## src/rtl/tcam_pkg.sv

```systemverilog
package tcam_pkg;

  typedef enum logic [1:0] {
    PH_IDLE = 2'd0,
    PH_WR2  = 2'd1,
    PH_EVAL = 2'd2
  } phase_e;

  // Mismatch of one stored flag pair against one key symbol.
  function automatic logic sym_miss(logic pos, logic neg, logic kval, logic kcare);
    return kcare & ((kval & neg) | (~kval & pos));
  endfunction

endpackage

```

## src/rtl/tcam_row.sv

```systemverilog
module tcam_row #(
  parameter int BITS = 4
) (
  input  logic            clk,
  input  logic            rst_n,
  input  logic            idle,
  input  logic            step1_en,
  input  logic            step2_en,
  input  logic [BITS-1:0] pos_in,
  input  logic [BITS-1:0] neg_in,
  input  logic [BITS-1:0] key_val,
  input  logic [BITS-1:0] key_care,
  output logic            row_hit
);
  import tcam_pkg::*;

  logic [BITS-1:0] pos_q;
  logic [BITS-1:0] neg_q;
  logic [BITS-1:0] miss_v;

  always_ff @(posedge clk or negedge rst_n) begin
    if (!rst_n) begin
      pos_q <= '0;
      neg_q <= '0;
    end else begin
      if (step1_en) pos_q <= pos_in;
      if (step2_en) neg_q <= neg_in;
    end
  end

  generate
    for (genvar b = 0; b < BITS; b++) begin : g_sym
      assign miss_v[b] = sym_miss(pos_q[b], neg_q[b], key_val[b], key_care[b]);
    end
  endgenerate

  assign row_hit = ~|miss_v;

  AST_STEP1_KEEPS_NEG: assert property (@(posedge clk) disable iff (!rst_n)
    step1_en |=> $stable(neg_q));
  AST_STEP2_KEEPS_POS: assert property (@(posedge clk) disable iff (!rst_n)
    step2_en |=> $stable(pos_q));
  AST_NO_DOUBLE_SET: assert property (@(posedge clk) disable iff (!rst_n)
    idle |-> ((pos_q & neg_q) == '0));

endmodule

```

## src/rtl/tcam_prio_enc.sv

```systemverilog
module tcam_prio_enc #(
  parameter int WORDS  = 4,
  parameter int ADDR_W = 2
) (
  input  logic [WORDS-1:0]  lines,
  output logic              any,
  output logic              multi,
  output logic [ADDR_W-1:0] idx
);

  always_comb begin
    idx = '0;
    for (int i = WORDS - 1; i >= 0; i--) begin
      if (lines[i]) idx = ADDR_W'(i);
    end
  end

  assign any   = |lines;
  assign multi = (lines & (lines - WORDS'(1))) != '0;

endmodule

```

## src/rtl/tcam_ctrl.sv

```systemverilog
module tcam_ctrl #(
  parameter int BITS   = 4,
  parameter int ADDR_W = 2
) (
  input  logic              clk,
  input  logic              rst_n,
  input  logic              wr_req,
  input  logic              srch_req,
  input  logic [ADDR_W-1:0] wr_addr,
  input  logic [BITS-1:0]   wr_neg,
  input  logic [BITS-1:0]   srch_val,
  input  logic [BITS-1:0]   srch_care,
  output logic              wr_ready,
  output logic              srch_ready,
  output logic              wr_fire,
  output logic              srch_fire,
  output logic              step2,
  output logic              eval,
  output logic              idle,
  output logic [ADDR_W-1:0] lat_addr,
  output logic [BITS-1:0]   lat_neg,
  output logic [BITS-1:0]   key_val,
  output logic [BITS-1:0]   key_care
);
  import tcam_pkg::*;

  phase_e ph_q;

  assign idle       = (ph_q == PH_IDLE);
  assign step2      = (ph_q == PH_WR2);
  assign eval       = (ph_q == PH_EVAL);
  assign wr_ready   = idle;
  assign srch_ready = idle & ~wr_req;
  assign wr_fire    = idle & wr_req;
  assign srch_fire  = idle & srch_req & ~wr_req;

  always_ff @(posedge clk or negedge rst_n) begin
    if (!rst_n) begin
      ph_q     <= PH_IDLE;
      lat_addr <= '0;
      lat_neg  <= '0;
      key_val  <= '0;
      key_care <= '0;
    end else begin
      unique case (ph_q)
        PH_IDLE: begin
          if (wr_fire) begin
            ph_q     <= PH_WR2;
            lat_addr <= wr_addr;
            lat_neg  <= wr_neg;
          end else if (srch_fire) begin
            ph_q     <= PH_EVAL;
            key_val  <= srch_val;
            key_care <= srch_care;
          end
        end
        PH_WR2:  ph_q <= PH_IDLE;
        PH_EVAL: ph_q <= PH_IDLE;
        default: ph_q <= PH_IDLE;
      endcase
    end
  end

  AST_WRITE_SECOND_STEP: assert property (@(posedge clk) disable iff (!rst_n)
    wr_fire |=> (step2 && !wr_ready));
  AST_WRITE_ENDS: assert property (@(posedge clk) disable iff (!rst_n)
    step2 |=> wr_ready);
  AST_WRITE_WINS: assert property (@(posedge clk) disable iff (!rst_n)
    wr_req |-> !srch_fire);
  AST_SEARCH_HELD: assert property (@(posedge clk) disable iff (!rst_n)
    step2 |-> !srch_ready);

endmodule

```

## src/rtl/tcam_2step.sv

```systemverilog
module tcam_2step #(
  parameter int WORDS  = 4,
  parameter int BITS   = 4,
  parameter int ADDR_W = (WORDS > 1) ? $clog2(WORDS) : 1
) (
  input  logic              clk,
  input  logic              rst_n,
  input  logic              wr_req,
  output logic              wr_ready,
  input  logic [ADDR_W-1:0] wr_addr,
  input  logic [BITS-1:0]   wr_val,
  input  logic [BITS-1:0]   wr_care,
  input  logic              srch_req,
  output logic              srch_ready,
  input  logic [BITS-1:0]   srch_val,
  input  logic [BITS-1:0]   srch_care,
  output logic [WORDS-1:0]  match_vec,
  output logic              hit,
  output logic              multi_hit,
  output logic [ADDR_W-1:0] hit_addr,
  output logic              srch_done
);

  logic              wr_fire, srch_fire, step2, eval, idle;
  logic [ADDR_W-1:0] lat_addr;
  logic [BITS-1:0]   lat_neg, key_val, key_care;
  logic [BITS-1:0]   new_pos, new_neg;
  logic [WORDS-1:0]  row_hits;
  logic              enc_any, enc_multi;
  logic [ADDR_W-1:0] enc_idx;

  assign new_pos = wr_val & wr_care;
  assign new_neg = ~wr_val & wr_care;

  tcam_ctrl #(.BITS(BITS), .ADDR_W(ADDR_W)) ctrl_i (
    .clk(clk), .rst_n(rst_n), .wr_req(wr_req), .srch_req(srch_req),
    .wr_addr(wr_addr), .wr_neg(new_neg), .srch_val(srch_val), .srch_care(srch_care),
    .wr_ready(wr_ready), .srch_ready(srch_ready), .wr_fire(wr_fire),
    .srch_fire(srch_fire), .step2(step2), .eval(eval), .idle(idle),
    .lat_addr(lat_addr), .lat_neg(lat_neg), .key_val(key_val), .key_care(key_care)
  );

  generate
    for (genvar w = 0; w < WORDS; w++) begin : g_row
      logic s1_en, s2_en;
      assign s1_en = wr_fire && (wr_addr == ADDR_W'(w));
      assign s2_en = step2 && (lat_addr == ADDR_W'(w));
      tcam_row #(.BITS(BITS)) row_i (
        .clk(clk), .rst_n(rst_n), .idle(idle), .step1_en(s1_en), .step2_en(s2_en),
        .pos_in(new_pos), .neg_in(lat_neg), .key_val(key_val), .key_care(key_care),
        .row_hit(row_hits[w])
      );
    end
  endgenerate

  tcam_prio_enc #(.WORDS(WORDS), .ADDR_W(ADDR_W)) enc_i (
    .lines(row_hits), .any(enc_any), .multi(enc_multi), .idx(enc_idx)
  );

  always_ff @(posedge clk or negedge rst_n) begin
    if (!rst_n) begin
      match_vec <= '0;
      hit       <= 1'b0;
      multi_hit <= 1'b0;
      hit_addr  <= '0;
      srch_done <= 1'b0;
    end else if (wr_fire) begin
      match_vec <= '0;
      hit       <= 1'b0;
      multi_hit <= 1'b0;
      hit_addr  <= '0;
      srch_done <= 1'b0;
    end else if (srch_fire) begin
      match_vec <= '1;
      hit       <= 1'b0;
      multi_hit <= 1'b0;
      hit_addr  <= '0;
      srch_done <= 1'b0;
    end else if (eval) begin
      match_vec <= row_hits;
      hit       <= enc_any;
      multi_hit <= enc_multi;
      hit_addr  <= enc_idx;
      srch_done <= 1'b1;
    end else begin
      srch_done <= 1'b0;
    end
  end

  AST_WRITE_DROPS_LINES: assert property (@(posedge clk) disable iff (!rst_n)
    wr_fire |=> (match_vec == '0 && !hit));
  AST_PRECHARGE_ALL: assert property (@(posedge clk) disable iff (!rst_n)
    srch_fire |=> (&match_vec && !srch_done));
  AST_DONE_TIMING: assert property (@(posedge clk) disable iff (!rst_n)
    srch_done |-> $past(srch_fire, 2));
  AST_HIT_FLAG: assert property (@(posedge clk) disable iff (!rst_n)
    srch_done |-> (hit == (match_vec != '0)));
  AST_MULTI_FLAG: assert property (@(posedge clk) disable iff (!rst_n)
    srch_done |-> (multi_hit == ($countones(match_vec) > 1)));
  AST_ADDR_LOWEST: assert property (@(posedge clk) disable iff (!rst_n)
    (srch_done && hit) |-> (match_vec[hit_addr] && ((match_vec & ((WORDS'(1) << hit_addr) - WORDS'(1))) == '0)));

endmodule

```

## config.mk

```make
export PLATFORM = sky130hd
export DESIGN_NAME = tcam_2step
export DESIGN_NICKNAME = d
export VERILOG_FILES = /design/src/rtl/tcam_pkg.sv /design/src/rtl/tcam_row.sv /design/src/rtl/tcam_prio_enc.sv /design/src/rtl/tcam_ctrl.sv /design/src/rtl/tcam_2step.sv
export SDC_FILE = /design/constraint.sdc
export NUM_CORES = 1
export LEC_CHECK = 0
export BUFFER_PORTS_ARGS = -buffer_cell sky130_fd_sc_hd__buf_2
export CAP_MARGIN = 20
export CORE_MARGIN = 10
export CORE_UTILIZATION = 40
export CTS_CLUSTER_DIAMETER = 40
export DETAILED_ROUTE_END_ITERATION = 6
export PLACE_DENSITY = 0.58
export SKIP_LAST_GASP = 1
export SYNTH_ARGS = -nofsm -noshare
export SYNTH_HDL_FRONTEND = slang
export SYNTH_SLANG_ARGS = --single-unit
export TNS_END_PERCENT = 1
```

## constraint.sdc

```tcl
create_clock -name clk -period 2.4 [get_ports clk]
set_clock_uncertainty 0.2 [all_clocks]
set_input_delay 0.12 -clock clk [delete_from_list [all_inputs] [get_ports clk]]
set_output_delay 0.12 -clock clk [all_outputs]
set_load 0.02 [all_outputs]
```

== Word level (Yosys, flattened, before mapping) ==
Index checks and enable logic that the tools add are counted.

* Register bits: 57
* Bits in latches: 0
* Memory bits (writable): 0
* ROM bits: 0
* Bits of input ports: 22
* Output and inout bits: 11
* Memories kept: 0

* Add/sub/neg operators: 1
* $mul: 0
* Divide/modulo/power cells: 0
* Magnitude comparators: 0
* Equality and inequality tests: 9
* Shift operators: 0
* Muxes and demuxes: 22
* Bitwise gates (word level): 78
* Reduce and logical (&&, ||, !) cells: 24

{| class="wikitable"
|+ Operator list
! cell !! number
|-
| bitwise AND 1 bit || 52
|-
| 2-to-1 mux 2 bit || 10
|-
| OR reduction 4 bit || 5
|-
| OR 1 bit || 16
|-
| bitwise AND 4 bit || 3
|-
| 2-to-1 mux 4 bit || 3
|-
| equality test 2 bit (second input constant) || 5
|-
| 2-to-1 mux 1 bit || 9
|-
| logical AND 1 bit || 8
|-
| equality test 2 x 1 -> 1 bit (second input constant) || 3
|-
| zero test 2 bit || 3
|-
| NOT 1 bit || 6
|-
| zero test 1 bit || 4
|-
| NOT 4 bit || 1
|-
| nonzero test 4 bit || 1
|-
| subtractor 4 x 1 -> 4 bit (second input constant) || 1
|-
| != test 3 x 2 -> 1 bit (second input constant) || 1
|-
| AND reduction 3 bit || 1
|-
| nonzero test 3 bit || 1
|-
| AND reduction 2 bit || 1
|}

== Longest topological paths before layout ==
Gate-level depths: netlist of the first run.

* Depth in word-level cells: 12
* Depth in mapped cells: 6
* Gate-level depth less buffers: 6

== By module ==
A second synthesis of the first run with hierarchy kept.

* Cell total of the unflattened synthesis: 186
* Area total of the unflattened synthesis: 2623.8 um2

{| class="wikitable"
|+ By module, submodules not included
! module !! instances !! cells each !! area each (um2) !! sequential area each (um2)
|-
| tcam_row || 4 || 22 || 359.1 || 200.2
|-
| tcam_ctrl || 1 || 41 || 656.9 || 400.4
|-
| tcam_2step || 1 || 47 || 483.0 || 225.2
|-
| tcam_prio_enc || 1 || 10 || 47.5 || 0.0
|}

== Worst setup path before layout of the first run ==
Ideal clock, no wire load.

* Kind: register to register
* Start point: register ctrl_i.ph_q[1]
* End point: register g_row[2].row_i.pos_q[0]
* Setup time: 0.125 ns
* Data arrival time: 1.636 ns
* Data required time: 2.075 ns
* Setup slack: 0.439 ns
* Cell stages (with the launch flop): 7
* Buffers on the path: 0
* Clock period less this slack: 1.961 ns
* Path through: dfrtp_1 -> nor2_1 -> nand2_2 -> inv_2 -> nand2_1 -> nor2_2 -> mux2_2

* Longest elaborated chain between the ends: 3

{| class="wikitable"
|+ RTL lines
! what !! line !! text
|-
| from (decl) || tcam_ctrl.sv:27 || <nowiki>phase_e ph_q;</nowiki>
|-
| from (signal assigned) || tcam_ctrl.sv:39 || <nowiki>ph_q <= PH_IDLE;</nowiki>
|-
| from (signal assigned) || tcam_ctrl.sv:48 || <nowiki>ph_q <= PH_WR2;</nowiki>
|-
| from (signal assigned) || tcam_ctrl.sv:52 || <nowiki>ph_q <= PH_EVAL;</nowiki>
|-
| zero test 2 bit || tcam_ctrl.sv:29 || <nowiki>assign idle = (ph_q == PH_IDLE);</nowiki>
|-
| via wr_ready || tcam_2step.sv:9 || <nowiki>output logic wr_ready,</nowiki>
|-
| bitwise AND 1 bit || tcam_ctrl.sv:34 || <nowiki>assign wr_fire = idle & wr_req;</nowiki>
|-
| logical AND 1 bit || tcam_2step.sv:46 || <nowiki>assign s1_en = wr_fire && (wr_addr == ADDR_W'(w));</nowiki>
|-
| to (signal assigned) || tcam_row.sv:26 || <nowiki>if (step1_en) pos_q <= pos_in;</nowiki>
|-
| to (decl) || tcam_row.sv:17 || <nowiki>logic [BITS-1:0] pos_q;</nowiki>
|}

The timed path passes the listed nets, and every way through them passes these cells.
A chain may end at the register's enable or synchronous reset.

== Final worst setup path of the first run ==
* Start point: register ctrl_i.ph_q[0]
* End point: register g_row[0].row_i.pos_q[3]

* Longest elaborated chain between the ends: 3

{| class="wikitable"
|+ RTL lines
! what !! line
|-
| zero test 2 bit || tcam_ctrl.sv:29
|-
| bitwise AND 1 bit || tcam_ctrl.sv:34
|-
| logical AND 1 bit || tcam_2step.sv:46
|-
| to (signal assigned) || tcam_row.sv:26
|-
| to (decl) || tcam_row.sv:17
|}

Every way passes these cells.

==> flow_metrics.env, run 1 <==
export IMPL_numCtsBuffers=9
export IMPL_swShare_pct=30.50
export IMPL_period_minus_slack_ns=2.011
export IMPL_grt_start_max_net_pins=32
export IMPL_clockRootBuffer="clkbuf_8"
export IMPL_p_seq_share_pct=47.3
export IMPL_fin_ws_ns=0.3890
export IMPL_seq_area_um2=1426
export IMPL_holdCritPathClass="in2reg"
export IMPL_vias_per_cell=5.270
export IMPL_synth_compound_gate_area_share_pct=7.475
export IMPL_setup_tns_ns=0
export IMPL_worstMarginPinSlew_ns=0.6391
export IMPL_wl_um=6028
export IMPL_wl_per_cell_um=18.27
export IMPL_insertion_delay_ns=0.34
export IMPL_rows=28
export IMPL_clkSlewWorstSetupHoldPaths_ns=0.07
export IMPL_grt_antenna_before_repair=0
export IMPL_antenna_diode_count=0
export IMPL_cp_data_arrival_time_ns=2.04
export IMPL_vias=1739
export IMPL_hold_end="g_row[0].row_i.pos_q[1]"
export IMPL_syn_avg_cell_area_um2=13.44
export IMPL_start_kind="flop"
export IMPL_dp_hpwl_um=4291
export IMPL_place_ws_ns=0.3921
export IMPL_ys_seq_area_share_pct=56.44
export IMPL_synth_ff_type="dfrtp_1"
export IMPL_hold_viol=0
export IMPL_yosys_area_top_type_share_pct=56.44
export IMPL_rr_startpoint="ctrl_i.ph_q[0]"
export IMPL_io_pins=33
export IMPL_port_buffers=32
export IMPL_globalplace_congestion=0.8051
export IMPL_synthTopCellsByArea="dfrtp_1 (56%), mux2_2 (23%), nand2_1 (2.4%)"
export IMPL_syn_cell_area_um2=2527
export IMPL_cts_hold_buf=19
export IMPL_whs_path_depth=3
export IMPL_max_freq_mhz=497.3
export IMPL_endpoint_kind="flop"
export IMPL_r2r_end="g_row[0].row_i.pos_q[3]"
export IMPL_cts_htree_levels=3
export IMPL_synthArstFlopShare_pct=100.0
export IMPL_grt_pass1_vias=1840
export IMPL_synth_seq_cells=57
export IMPL_pwr_density_cell_nw_per_um2=918.7
export IMPL_synthSimpleGateAreaFrac_pct=10.05
export IMPL_firstDrtPassIters=4
export IMPL_grt_ovfl_total=0
export IMPL_dieArea_um2=9898
export IMPL_worst_ep_required_time_ns=2.43
export IMPL_r2r_slack_ns=0.39
export IMPL_rsz0062_at_grt="no"
export IMPL_nFillCells=537
export IMPL_power_frac_comb_pct=25.5
export IMPL_muxShareOfSynthArea_pct=25.10
export IMPL_yosysTopAreaCell="dfrtp_1"
export IMPL_leakagePower_nw=1.501
export IMPL_clkPwrFrac_pct=27.2
export IMPL_synth_fa_ha_area_share_pct=0
export IMPL_irDropWorstVdd_v=0.0004601
export IMPL_p_int_mw=2.023
export IMPL_finalNetCount=272
export IMPL_slew_violations=0
export IMPL_synth_top_family_by_area="multiplexers"
export IMPL_min_from="wr_val[1]"
export IMPL_setup_viol=0
export IMPL_groute_usage_overall_pct=13.01
export IMPL_multi_input_area_um2=1077
export IMPL_post_cts_buffers=0
export IMPL_cts_buffer_depth=2
export IMPL_tritoncts="done"
export IMPL_drt_first_iter_violations=81
export IMPL_crit_fanout=17
export IMPL_synth_edff_count=0
export IMPL_die_w_um=99.49
export IMPL_cts_sinks=57
export IMPL_die_y_um=99.49
export IMPL_reg2regPathDepth=4
export IMPL_synth_nets=210
export IMPL_start_util_pct=41.94
export IMPL_cts_resized=0
export IMPL_synthToLayoutAreaGrowth_pct=25.35
export IMPL_drv_cap=0
export IMPL_syn_inst=188
export IMPL_fp_coreArea_um2=6026
export IMPL_synth_cell_types=30
export IMPL_drc=0
export IMPL_status="complete, no violations"
export IMPL_switchingPower_mw=0.8877
export IMPL_crit_start="ctrl_i.ph_q[0]"
export IMPL_drive_gt1_share_pct=43.53
export IMPL_grt_pass1_wl_um=9942
export IMPL_post_route_util_pct=52.57
export IMPL_drtAntennaViolNets=0
export IMPL_post_route_period_util_pct=83.79
export IMPL_slew_headroom_pct=57.39
export IMPL_path_class="reg2reg"
export IMPL_ys_warn_count=0
export IMPL_synth_xor_area_share_pct=0
## registers in the layout, indices dropped and copies added, names as in the netlist, 2 cells and up
name               flops
g_row.row_i.neg_q     16
ctrl_i.lat_neg         4
g_row.row_i.pos_q     16
ctrl_i.key_care        4
ctrl_i.key_val         4
hit_addr               2
ctrl_i.ph_q            2
ctrl_i.lat_addr        2
match_vec              4
## cell usage in the layout, fill, tap and decap left out, types with 2 or more instances in the layout
master	count
o211ai_1	4
mux2_2	51
nor2_1	2
mux2_1	4
clkbuf_8	11
nand3_1	5
dfrtp_1	57
a22oi_2	2
clkbuf_1	2
a22o_1	2
nand2_1	16
dlygate4sd3_1	19
nand2_2	2
nand2b_1	5
a32o_1	3
and4bb_1	2
o21ai_0	5
and2_1	4
buf_2	32
inv_1	2
nor3_2	2
clkinv_2	3
buf_4	2
a22oi_1	6
a21oi_1	2
## cells by family after synthesis
kind of cell,Yosys count
compound gates,25
simple gates,44
buf+inv,6
mux,56
flops,57
## critical path, cell delays in order (launching register included)
cell,delay [ns]
dfrtp_1,0.45
nor2_1,0.18
nand2_2,0.26
nor3_2,0.41
mux2_2,0.39
## stage by stage
stage,power (mW),hold WS [ns],cells,area [um^2]
2_1_floorplan,1.870,-0.3756,188,2527
3_3_place_gp,2.106,-0.01822,295,2804
3_5_place_dp,2.116,-0.02630,295,2804
4_1_cts,2.943,0.04550,330,3168
5_1_grt,3.085,0.07646,330,3168
6_report,2.910,0.05526,330,3168
## metal layers
metal,part of all wire [%],up-vias,GRT usage [%]
li1,-,818,-
met1,48,883,17.38
met2,46,30,18.89
met3,5.5,8,5.052
met4,1.1,0,3.969
met5,0,-,0
## synth_stat cells (all sizes together) (3+ instances only)
| master | instances |
|---|---|
| nand2 | 18 |
| o211ai | 4 |
| mux2 | 56 |
| nand3 | 5 |
| inv | 3 |
| dfrtp | 57 |
| a32o | 3 |
| and2 | 4 |
| nor2 | 3 |
| nand2b | 5 |
| nor3 | 3 |
| a22oi | 8 |
| o21ai | 5 |
## worst max-delay path by stage
stage                              endpoint  slack (ns)  cells past startpoint
finish              g_row[0].row_i.pos_q[3]        0.39                      4
global route        g_row[2].row_i.pos_q[2]        0.22                      6
CTS                 g_row[0].row_i.pos_q[3]        0.38                      4
detailed placement  g_row[0].row_i.pos_q[3]        0.39                      4
global placement    g_row[0].row_i.pos_q[3]        0.44                      4
floorplan           g_row[2].row_i.pos_q[0]        0.44                      6
## power by group through the flow
stage / logic [mW] / registers, mW / clock network (mW)
floorplan: 0.501 / 1.37 / 0
global placement: 0.712 / 1.39 / 0
detailed placement: 0.724 / 1.39 / 0
CTS: 0.749 / 1.38 / 0.817
global route: 0.820 / 1.41 / 0.853
finish: 0.743 / 1.38 / 0.791
## area by class of cell
| cell class | instances | area share, % |
|---|---|---|
| clock buffers | 13 | 5.016 |
| inverters | 3 | 0.3555 |
| flip-flops and latches | 57 | 45.02 |
| clock inverters | 3 | 0.4739 |
| multi-input cells | 125 | 34.00 |
| well taps | 75 | 2.962 |
| repair buffers | 54 | 12.16 |
Power figures use the tool's default switching activity.
==> run 2, diff against run 1 <==
Clock period 2.4 ns to 2.1 ns, I/O delays scaled along.
==> run 2 against run 1 <==
Against the previous run:
- critical path depth is 2 higher
- non-clock buffer count up 1
- die area stayed put
- fmax increased by 0.31%
- setup slack worse by 0.29 ns
==> flow_metrics.env, run 2 (synthesized netlist as in run 1, its figures left out) <==
export IMPL_io_pins=33
export IMPL_grt_antenna_before_repair=0
export IMPL_rsz0062_at_grt="no"
export IMPL_start_util_pct=41.94
export IMPL_final_common_cell="dfrtp_1"
export IMPL_nFillCells=526
export IMPL_groute_usage_overall_pct=12.95
export IMPL_cts_resized=0
export IMPL_whs_path_depth=3
export IMPL_min_from="wr_val[3]"
export IMPL_cts_buffer_depth=2
export IMPL_cts_sinks=57
export IMPL_hold_viol=0
export IMPL_cp_data_arrival_time_ns=2.03
export IMPL_placed_cell_area_um2=2804
export IMPL_design_area_um2=3247
export IMPL_setup_viol=0
export IMPL_wl_per_cell_um=18.35
export IMPL_die_y_um=99.49
export IMPL_leakagePower_nw=1.539
export IMPL_drc=0
export IMPL_rows=28
export IMPL_layout_common_cells="dfrtp_1 (57), mux2_2 (51), buf_2 (32)"
export IMPL_setup_tns_ns=0
export IMPL_holdCritPathClass="in2reg"
export IMPL_endpoint_kind="flop"
export IMPL_pwr_density_cell_nw_per_um2=1135
export IMPL_crit_fanout=10
export IMPL_dp_hpwl_um=4204
export IMPL_place_ws_ns=0.1275
export IMPL_period_minus_slack_ns=2.005
export IMPL_p_seq_share_pct=42.9
export IMPL_firstDrtPassIters=4
export IMPL_synthToLayoutAreaGrowth_pct=28.47
export IMPL_post_cts_buffers=0
export IMPL_port_buffers=32
export IMPL_post_route_period_util_pct=95.46
export IMPL_reg2regPathDepth=6
export IMPL_swShare_pct=28.30
export IMPL_multi_input_area_um2=1077
export IMPL_cts_htree_levels=3
export IMPL_finalNetCount=273
export IMPL_wl_um=6074
export IMPL_status="complete, no violations"
export IMPL_fp_coreArea_um2=6026
export IMPL_r2r_end="g_row[2].row_i.pos_q[0]"
export IMPL_vias=1700
export IMPL_drive_gt1_share_pct=44.14
export IMPL_slew_headroom_pct=58.44
export IMPL_crit_start="ctrl_i.ph_q[1]"
export IMPL_slew_violations=0
export IMPL_switchingPower_mw=1.043
export IMPL_seq_area_um2=1426
export IMPL_clockRootBuffer="clkbuf_8"
export IMPL_hold_end="g_row[1].row_i.pos_q[3]"
export IMPL_grt_pass1_vias=1798
export IMPL_p_int_mw=2.643
export IMPL_grt_ovfl_total=0
export IMPL_tritoncts="done"
export IMPL_max_freq_mhz=498.8
export IMPL_clkSlewWorstSetupHoldPaths_ns=0.07
export IMPL_antenna_diode_count=0
export IMPL_clkPwrFrac_pct=34.2
export IMPL_fin_ws_ns=0.09525
export IMPL_die_w_um=99.49
export IMPL_start_kind="flop"
export IMPL_drtAntennaViolNets=0
export IMPL_grt_start_max_net_pins=36
export IMPL_drt_first_iter_violations=71
export IMPL_drv_cap=0
export IMPL_reg_largest_list="g_row.row_i.neg_q x16, g_row.row_i.pos_q x16"
export IMPL_worstMarginPinSlew_ns=0.6220
export IMPL_insertion_delay_ns=0.34
export IMPL_rr_startpoint="ctrl_i.ph_q[1]"
export IMPL_globalplace_congestion=0.7474
export IMPL_r2r_slack_ns=0.1
export IMPL_path_class="reg2reg"
export IMPL_cts_hold_buf=20
export IMPL_dieArea_um2=9898
export IMPL_power_frac_comb_pct=22.9
export IMPL_worst_ep_required_time_ns=2.12
export IMPL_grt_pass1_wl_um=9804
export IMPL_numCtsBuffers=9
export IMPL_vias_per_cell=5.136
export IMPL_irDropWorstVdd_v=0.0005336
-- run 2: area by class of cell --
class | instances | area share, %
Clock buffer | 10 | 4.239
Timing Repair Buffer | 55 | 12.18
Tap cell | 75 | 2.890
Clock inverter | 6 | 3.237
Inverter | 3 | 0.3468
Sequential cell | 57 | 43.93
Multi-Input combinational cell | 125 | 33.18
-- run 2: stage by stage --
step	total power, mW	cells	utilization (%)	hold WS, ns
detailed placement	2.416	295	46.53	-0.06578
global route	3.890	331	53.88	0.02335
floorplan	2.138	188	-	-0.3906
CTS	3.713	331	53.88	0.02095
global placement	2.404	295	46.53	-0.06818
finish	3.686	331	53.88	0.01922
-- run 2: power groups by stage --
stage	combinational (mW)	sequential [mW]	clock, mW
after global placement	0.810	1.59	0
after global routing	0.925	1.62	1.35
after detailed placement	0.821	1.60	0
after CTS	0.852	1.58	1.28
after floorplan	0.572	1.57	0
final	0.844	1.58	1.26
-- run 2: routing by layer --
layer | global-route usage [%] | up-vias | share of wire (%)
li1 | - | 816 | -
met1 | 16.67 | 852 | 47
met2 | 19.44 | 23 | 47
met3 | 4.706 | 9 | 4.0
met4 | 4.741 | 0 | 1.3
met5 | 0 | - | 0
-- run 2: worst max-delay path, stage by stage, from the launching register on --
cell     delay, ns
dfrtp_1       0.47
nor2_1        0.19
nand2_2       0.19
inv_2         0.12
nand2_1       0.10
nor2_2        0.24
mux2_2        0.38
-- run 2: worst max path at each step --
stage / endpoint / depth (start not counted)
6_report: g_row[2].row_i.pos_q[0] / 6
5_1_grt: g_row[2].row_i.pos_q[0] / 6
4_1_cts: g_row[2].row_i.pos_q[0] / 6
3_5_place_dp: g_row[2].row_i.pos_q[0] / 6
3_3_place_gp: g_row[2].row_i.pos_q[3] / 6
2_1_floorplan: g_row[2].row_i.pos_q[0] / 6
==> run 3, diff against run 2 <==
Settings changed: CORE_ASPECT_RATIO set to 1.4.
==> run 3 against run 2 <==
Against the previous run:
- largest cell class unchanged
- die area is 0.45% higher
- via count is 0.18% higher
- hold slack better by 0.013 ns
- power is 2.8% lower
- critical path type is now in2reg
- setup slack better by 0.038 ns
- final cell count is 0.60% higher
==> flow_metrics.env, run 3 (synthesized netlist as in run 1, its figures left out) <==
export IMPL_start_kind="primary input"
export IMPL_grt_pass1_vias=1807
export IMPL_dieArea_um2=9943
export IMPL_dp_hpwl_um=4222
export IMPL_fin_ws_ns=0.1330
export IMPL_min_from="wr_val[2]"
export IMPL_drt_first_iter_violations=58
export IMPL_irDropWorstVdd_v=0.0003810
export IMPL_vias_per_cell=5.114
export IMPL_rsz0062_at_grt="no"
export IMPL_hold_end="g_row[3].row_i.pos_q[2]"
export IMPL_firstDrtPassIters=4
export IMPL_leakagePower_nw=1.559
export IMPL_drive_gt1_share_pct=44.06
export IMPL_port_buffers=32
export IMPL_max_freq_mhz=508.4
export IMPL_numCtsBuffers=9
export IMPL_grt_antenna_before_repair=0
export IMPL_cp_data_arrival_time_ns=1.98
export IMPL_synthToLayoutAreaGrowth_pct=30.05
export IMPL_setup_tns_ns=0
export IMPL_whs_path_depth=3
export IMPL_drc=0
export IMPL_slowest_stage="dlygate4sd3_1"
export IMPL_worstMarginPinSlew_ns=0.4829
export IMPL_post_route_period_util_pct=93.67
export IMPL_cts_sinks=57
export IMPL_wl_per_cell_um=17.69
export IMPL_slew_headroom_pct=67.80
export IMPL_clkSlewWorstSetupHoldPaths_ns=0.06
export IMPL_multi_input_area_um2=1077
export IMPL_place_ws_ns=0.1867
export IMPL_pwr_density_cell_nw_per_um2=1090
export IMPL_hold_viol=0
export IMPL_crit_family="buffers and inverters"
export IMPL_endpoint_kind="flop"
export IMPL_r2r_slack_ns=0.18
export IMPL_power_frac_comb_pct=23.9
export IMPL_insertion_delay_ns=0.33
export IMPL_die_w_um=87.18
export IMPL_clockRootBuffer="clkbuf_8"
export IMPL_final_common_cell="dfrtp_1"
export IMPL_drtAntennaViolNets=0
export IMPL_crit_fanout=2
export IMPL_cp_slowest_stage_delay_ns=0.56
export IMPL_io_pins=33
export IMPL_clkPwrFrac_pct=32.2
export IMPL_start_util_pct=40.97
export IMPL_drv_cap=0
export IMPL_reg2regPathDepth=6
export IMPL_rows=34
export IMPL_reg_largest_list="g_row.row_i.neg_q x16, g_row.row_i.pos_q x16"
export IMPL_vias=1703
export IMPL_setup_viol=0
export IMPL_finalNetCount=278
export IMPL_status="complete, no violations"
export IMPL_path_common_cell="dlygate4sd3_1"
export IMPL_wl_um=5890
export IMPL_holdCritPathClass="in2reg"
export IMPL_rr_startpoint="ctrl_i.ph_q[0]"
export IMPL_crit_chain="dlygate4sd3_1 > buf_2 > nand2b_1 > dlygate4sd3_1 > o21ai_0 > dlygate4sd3_1"
export IMPL_seq_area_um2=1426
export IMPL_r2r_end="g_row[2].row_i.pos_q[2]"
export IMPL_cp_num_buf_inv=4
export IMPL_worst_ep_required_time_ns=2.11
export IMPL_switchingPower_mw=1.015
export IMPL_grt_start_max_net_pins=39
export IMPL_fp_coreArea_um2=6168
export IMPL_tritoncts="done"
export IMPL_p_int_mw=2.567
export IMPL_p_seq_share_pct=43.9
export IMPL_swShare_pct=28.34
export IMPL_layout_common_cells="dfrtp_1 (57), mux2_2 (51), buf_2 (32)"
export IMPL_groute_usage_overall_pct=12.68
export IMPL_grt_pass1_wl_um=9563
export IMPL_grt_ovfl_total=0
export IMPL_path_class="in2reg"
export IMPL_period_minus_slack_ns=1.967
export IMPL_die_y_um=114.1
export IMPL_antenna_diode_count=0
export IMPL_slew_violations=0
export IMPL_cts_buffer_depth=2
export IMPL_globalplace_congestion=0.7747
export IMPL_nFillCells=540
export IMPL_cts_htree_levels=3
run 3: changes by cell type in the layout (fill, tap and decap cells not counted), sizes merged:
cell / delta
buf: +2
bufinv: -1
clkinvlp: +1
clkbuf: +1
dlygate4sd3: +3
clkinv: -1
run 3: per-layer routing:
metal	vias up	part of all wire, %	GRT usage, %
li1	825	-	-
met4	0	2.7	6.397
met3	12	4.7	3.846
met2	30	51	20.73
met5	-	0	0
met1	836	41	14.52
run 3: cell type report:
type / instances / area share, %
clock buffer: 11 / 4.606
multi-input combinational: 125 / 32.77
clock inverter: 5 / 2.360
tap: 72 / 2.741
timing repair buffer: 60 / 13.78
sequential: 57 / 43.40
inverter: 3 / 0.3426
run 3: worst register-to-register path, delay by kind of cell, from the launching register on:
family | cells | cell delay, ns
muxes | 1 | 0.37
and+or+nand+nor | 4 | 0.67
DFF | 1 | 0.45
buffers and inverters | 1 | 0.11
run 3: worst max-delay path by stage:
stage	from	to	depth (start not counted)
after floorplan	ctrl_i.ph_q[1]	g_row[2].row_i.pos_q[0]	6
after global placement	ctrl_i.ph_q[0]	g_row[2].row_i.pos_q[0]	6
after detailed placement	ctrl_i.ph_q[0]	g_row[2].row_i.pos_q[3]	6
after CTS	wr_care[0]	ctrl_i.lat_neg[0]	6
after global routing	ctrl_i.ph_q[0]	g_row[2].row_i.pos_q[2]	6
final	wr_care[3]	ctrl_i.lat_neg[3]	6
run 3: timing repair:
action	CTS	global route
setup endpoints to repair	0	1
hold buffers	23	0
resized for setup	0	1
buffers inserted	0	0
endpoints found under the hold margin	73	0
run 3: power by group through the flow:
stage	combinational (mW)	sequential [mW]	clock, mW
final	0.858	1.57	1.15
after global routing	0.942	1.61	1.23
after CTS	0.865	1.57	1.18
after detailed placement	0.824	1.59	0
after global placement	0.810	1.59	0
after floorplan	0.572	1.57	0
run 3: through the flow:
step	hold slack (ns)	cells	area (um^2)	power (mW)	utilization (%)
after global routing	0.03656	333	3287	3.781	53.29
after floorplan	-0.3906	188	2527	2.138	-
final	0.03195	333	3287	3.583	53.29
after detailed placement	-0.1047	294	2828	2.417	45.84
after CTS	0.02498	333	3287	3.618	53.29
after global placement	-0.1082	294	2828	2.399	45.84
